===== src/rtl/fgate_pkg.sv =====
package fgate_pkg;
  localparam int MAX_FILT = 4;
  localparam int REG_W    = 32;
  localparam int REQ_LSB  = 0;
  localparam int STAT_LSB = 16;

  typedef struct packed {
    logic want;
    logic have;
  } gate_state_t;
endpackage


===== src/rtl/fgate_slice.sv =====
module fgate_slice #(
  parameter int CNT_W = 4
) (
  input  logic             clk,
  input  logic             rst,
  input  logic             wr_stb,
  input  logic             wr_bit,
  input  logic [CNT_W-1:0] busy,
  output logic             want_o,
  output logic             have_o,
  output logic             open_o
);
  import fgate_pkg::*;

  gate_state_t st_q, st_n;
  logic        open_q;
  logic        drained;

  assign drained = (busy == '0);

  always_comb begin
    st_n = st_q;
    // reached state follows the request held before this edge
    if (drained && (st_q.want != st_q.have)) st_n.have = st_q.want;
    if (wr_stb) st_n.want = wr_bit;
  end

  always_ff @(posedge clk) begin
    if (rst) begin
      st_q   <= '0;
      open_q <= 1'b0;
    end else begin
      st_q   <= st_n;
      open_q <= st_n.want & st_n.have;
    end
  end

  assign want_o = st_q.want;
  assign have_o = st_q.have;
  assign open_o = open_q;

  // reached bit frozen while transactions remain
  a_r4_hold_busy: assert property (@(posedge clk) disable iff (rst)
    (!drained) |=> $stable(have_o));

  // mismatch with empty path commits on the next edge
  a_r3_follow: assert property (@(posedge clk) disable iff (rst)
    (drained && (want_o != have_o)) |=> (have_o != $past(have_o)));

  // gate never open unless both bits are set
  a_r5_gate_needs_both: assert property (@(posedge clk) disable iff (rst)
    open_o |-> (want_o && have_o));

  // gate opens together with the reached bit
  a_r6_open_edge: assert property (@(posedge clk) disable iff (rst)
    ($rose(have_o) && want_o) |-> open_o);
endmodule


===== src/rtl/fgate_readback.sv =====
module fgate_readback #(
  parameter int NUM_FILT = 4
) (
  input  logic [NUM_FILT-1:0]        want,
  input  logic [NUM_FILT-1:0]        have,
  output logic [fgate_pkg::REG_W-1:0] rd_data
);
  import fgate_pkg::*;

  always_comb begin
    rd_data = '0;
    rd_data[REQ_LSB  +: NUM_FILT] = want;
    rd_data[STAT_LSB +: NUM_FILT] = have;
  end
endmodule


===== src/rtl/filter_gate_ctrl.sv =====
module filter_gate_ctrl #(
  parameter int NUM_FILT = 4,
  parameter int CNT_W    = 4
) (
  input  logic                      clk,
  input  logic                      rst,
  input  logic                      wr_en,
  input  logic [31:0]               wr_data,
  output logic [31:0]               rd_data,
  input  logic [NUM_FILT*CNT_W-1:0] busy_cnt,
  output logic [NUM_FILT-1:0]       gate_open
);
  import fgate_pkg::*;

  localparam int UNUSED_W = REG_W - NUM_FILT;

  logic [NUM_FILT-1:0] want_v, have_v;
  logic [UNUSED_W-1:0] unused_wr_bits;

  assign unused_wr_bits = wr_data[REG_W-1:NUM_FILT];

  for (genvar i = 0; i < NUM_FILT; i++) begin : g_filt
    fgate_slice #(.CNT_W(CNT_W)) u_slice (
      .clk    (clk),
      .rst    (rst),
      .wr_stb (wr_en),
      .wr_bit (wr_data[REQ_LSB + i]),
      .busy   (busy_cnt[i*CNT_W +: CNT_W]),
      .want_o (want_v[i]),
      .have_o (have_v[i]),
      .open_o (gate_open[i])
    );
  end

  fgate_readback #(.NUM_FILT(NUM_FILT)) u_rb (
    .want    (want_v),
    .have    (have_v),
    .rd_data (rd_data)
  );

  // nothing outside the populated field bits ever reads as 1
  a_r7_unused_zero: assert property (@(posedge clk) disable iff (rst)
    (rd_data & ~(((32'd1 << NUM_FILT) - 32'd1) << STAT_LSB)
             & ~(((32'd1 << NUM_FILT) - 32'd1) << REQ_LSB)) == 32'd0);
endmodule


===== config.mk =====
export PLATFORM = sky130hd
export DESIGN_NAME = filter_gate_ctrl
export DESIGN_NICKNAME = d
export VERILOG_FILES = /design/src/rtl/fgate_pkg.sv /design/src/rtl/fgate_slice.sv /design/src/rtl/fgate_readback.sv /design/src/rtl/filter_gate_ctrl.sv
export SDC_FILE = /design/constraint.sdc
export NUM_CORES = 1
export LEC_CHECK = 0
export BUFFER_PORTS_ARGS = -buffer_cell sky130_fd_sc_hd__buf_2
export CAP_MARGIN = 20
export CELL_PAD_IN_SITES_DETAIL_PLACEMENT = 1
export CELL_PAD_IN_SITES_GLOBAL_PLACEMENT = 1
export CORE_ASPECT_RATIO = 0.8
export CORE_MARGIN = 2
export CORE_UTILIZATION = 23
export CTS_BUF_LIST = sky130_fd_sc_hd__clkbuf_2
export DETAILED_ROUTE_END_ITERATION = 7
export PLACE_DENSITY_LB_ADDON = 0.12
export SLEW_MARGIN = 10
export SYNTH_ARGS = -nofsm -noshare
export SYNTH_HDL_FRONTEND = slang
export SYNTH_SLANG_ARGS = --single-unit

===== constraint.sdc =====
create_clock -name clk -period 1.3 [get_ports clk]
set_input_delay 0.13 -clock clk [delete_from_list [all_inputs] [get_ports clk]]
set_output_delay 0.13 -clock clk [all_outputs]
set_load 0.05 [all_outputs]

==> results.toml <==
[outcome]
status = "completed"

[min_path]
hp-start = "wr_data[2]"
hold_depth = 3
min_to = "g_filt[2].u_slice.want_o$_SDFF_PP0_"
hold_class = "in -> reg"

[die]
boundaryPins = 87
dieHeight_um = 54.6
initial_core_util = 0.241
core_area_um2 = 3060
die_w_um = 67.3
rows = 18
dieArea_um2 = 3680

[flow_run]
cap_violations = 0

[clocking]
cts_tree = "yes"
numCtsBuffers = 3
cts_root_buf = "clkbuf_2"
htree_num_levels = 1
ctsResizeCount = 0
post-cts-setup-buffer-count = 0
clkTransAtPathRegs_ns = 0.12
ctsHoldBuffers = 0
cts.sinks = 12
cts_buffer_depth = 2
clk_latency_ns = 0.25

[placed_design]
dp_hpwl_um = 1050
place_congestion = 0.635
port_buffers = 34

[setup_path]
crit_fanout = 3
crit_path_end_kind = "output port"
max_stage_delay_ns = 0.39
crit_buf_inv = 1
cp_slowest_cell = "dfxtp_1"
worst_ep_arrival_time_ns = 0.92
critPathTopFamily = "flip-flops"
cp-start-kind = "flop"
setup.worst_path.class = "reg -> out"
crit-reg2reg-capture = "g_filt[3].u_slice.open_o$_SDFF_PP0_"
critPathRequiredTime_ns = 1.17
r2r_slack_ns = 0.58
crit_path_cell_trace = "buf_2"
reg2reg_from = "g_filt[3].u_slice.want_o$_SDFF_PP0_"
worst_r2r_path_depth = 2

[power]
p_leak_nw = 0.395
vdd_ir_drop_max_v = 0.000227
powerDensity_nw_per_um2 = 1070

[timing]
fin_crit_sh = 0.807
hold_violations = 0
setup_viol = 0
fin_crit_ns = 1.05
rsz0062_at_grt = "no"
fmax_ghz = 0.954
whs_ns = 0.131
fin_tns_setup_ns = 0
slew_violations = 0
fin_skew_ns = 0.000196

[yosys]
post_synth_num_cell_types = 8
synthTopCellsByArea = "buf_4, dfxtp_1, nor4_4"
seq_area_frac_synth = 0.326
synth_top_area_cell = "buf_4"
yosysWarnings = 0
ys_ff_latch = 12
synth_area_per_cell_um2 = 9.83
synth.cell_area_um2 = 737
synth_top_area_share = 0.367
syn_inst = 75

[finish]
syn_to_final_growth_pct = 5.94
drive_gt1_frac = 0.423
nets = 150
n_antenna_cell = 0
utilization = 0.255

[global_routing]
track_usage = 0.0672
grt_start_max_net_pins = 13
antenna_found_initial = 0
grt_pass1_vias = 408
grt-ovfl-total = 0
grt_pass1_wl_um = 1750

[route]
ant_nets = 0
vias = 474
viasPerCell = 3.46
first_iter_violations = 2
wl_per_cell_um = 8.91
routed_wl_um = 1220
drc = 0
drt_first_pass_iters = 2
==> logic make-up (layout without fill, tap and decap cells) <==
family        count (synthesis)  in the layout  synth area share
buf+inv                      38             37             0.377
other cells                   1             24           0.00509
simple gates                 16             16             0.183
mux                           8              8             0.109
flops                        12             12             0.326
==> layout by cell type (no fill, tap or decap) <==
cell,count
buf_2,34
conb_1,24
dfxtp_1,12
mux2i_1,8
nor2_1,8
nor4_4,4
nor3_1,4
clkbuf_2,3
==> worst max-delay path by stage <==
stage,start,end,slack [ns],cells past startpoint
final,g_filt[3].u_slice.want_o$_SDFF_PP0_,rd_data[3],0.25,1
after global routing,g_filt[3].u_slice.want_o$_SDFF_PP0_,rd_data[3],0.18,1
after CTS,g_filt[3].u_slice.want_o$_SDFF_PP0_,rd_data[3],0.22,1
after detailed placement,busy_cnt[5],g_filt[1].u_slice.open_o$_SDFF_PP0_,0.30,4
after global placement,busy_cnt[5],g_filt[1].u_slice.open_o$_SDFF_PP0_,0.30,4
after floorplan,busy_cnt[1],g_filt[0].u_slice.open_o$_SDFF_PP0_,0.48,3
==> cells in the mapped netlist <==
| library cell | count |
|---|---|
| clkbuf_1 | 2 |
| nor3_1 | 4 |
| conb_1 | 1 |
| mux2i_1 | 8 |
| buf_4 | 36 |
| dfxtp_1 | 12 |
| nor2_1 | 8 |
| nor4_4 | 4 |
==> sequential cells by signal, summed over array words and instances, names as in the netlist <==
signal and cells:
g_filt.u_slice.have_o 4, g_filt.u_slice.want_o 4, g_filt.u_slice.open_o 4
==> area by class of cell <==
class,count,area [um^2]
fillers,387,2280
repair buffers,34,170
multi-input cells,48,305
flip-flops and latches,12,240
clock buffers,3,15.0
well taps,40,50.0
==> layer usage <==
metal / share of wire / vias up / global-route usage
met3: 0.13 / 2 / 0.0165
met2: 0.50 / 31 / 0.112
met4: 0.0066 / 0 / 0.0612
met5: 0 / - / 0
met1: 0.36 / 215 / 0.0713
li1: - / 226 / -
==> metrics by stage <==
stage | cells | total power, mW | cell area (um^2) | setup slack, ns
5_1_grt | 137 | 0.875 | 781 | 0.176
4_1_cts | 137 | 0.855 | 781 | 0.216
6_report | 137 | 0.835 | 781 | 0.251
3_3_place_gp | 134 | 0.660 | 766 | 0.303
2_1_floorplan | 98 | 0.671 | 823 | 0.485
3_5_place_dp | 134 | 0.662 | 766 | 0.301
==> power by group <==
| part | switching (mW) | internal [mW] | total (mW) | leakage (nW) |
|---|---|---|---|---|
| sequential | 0.00600 | 0.377 | 0.383 | 0.0975 |
| combinational | 0.225 | 0.0453 | 0.270 | 0.285 |
| clock | 0.119 | 0.0630 | 0.182 | 0.0125 |
| total | 0.350 | 0.485 | 0.835 | 0.395 |
==> worst register-to-register path, stage by stage (launching register included) <==
cell and delay, ns:
dfxtp_1 0.39, mux2i_1 0.10, nor3_1 0.17
Power figures use the tool's default switching activity.
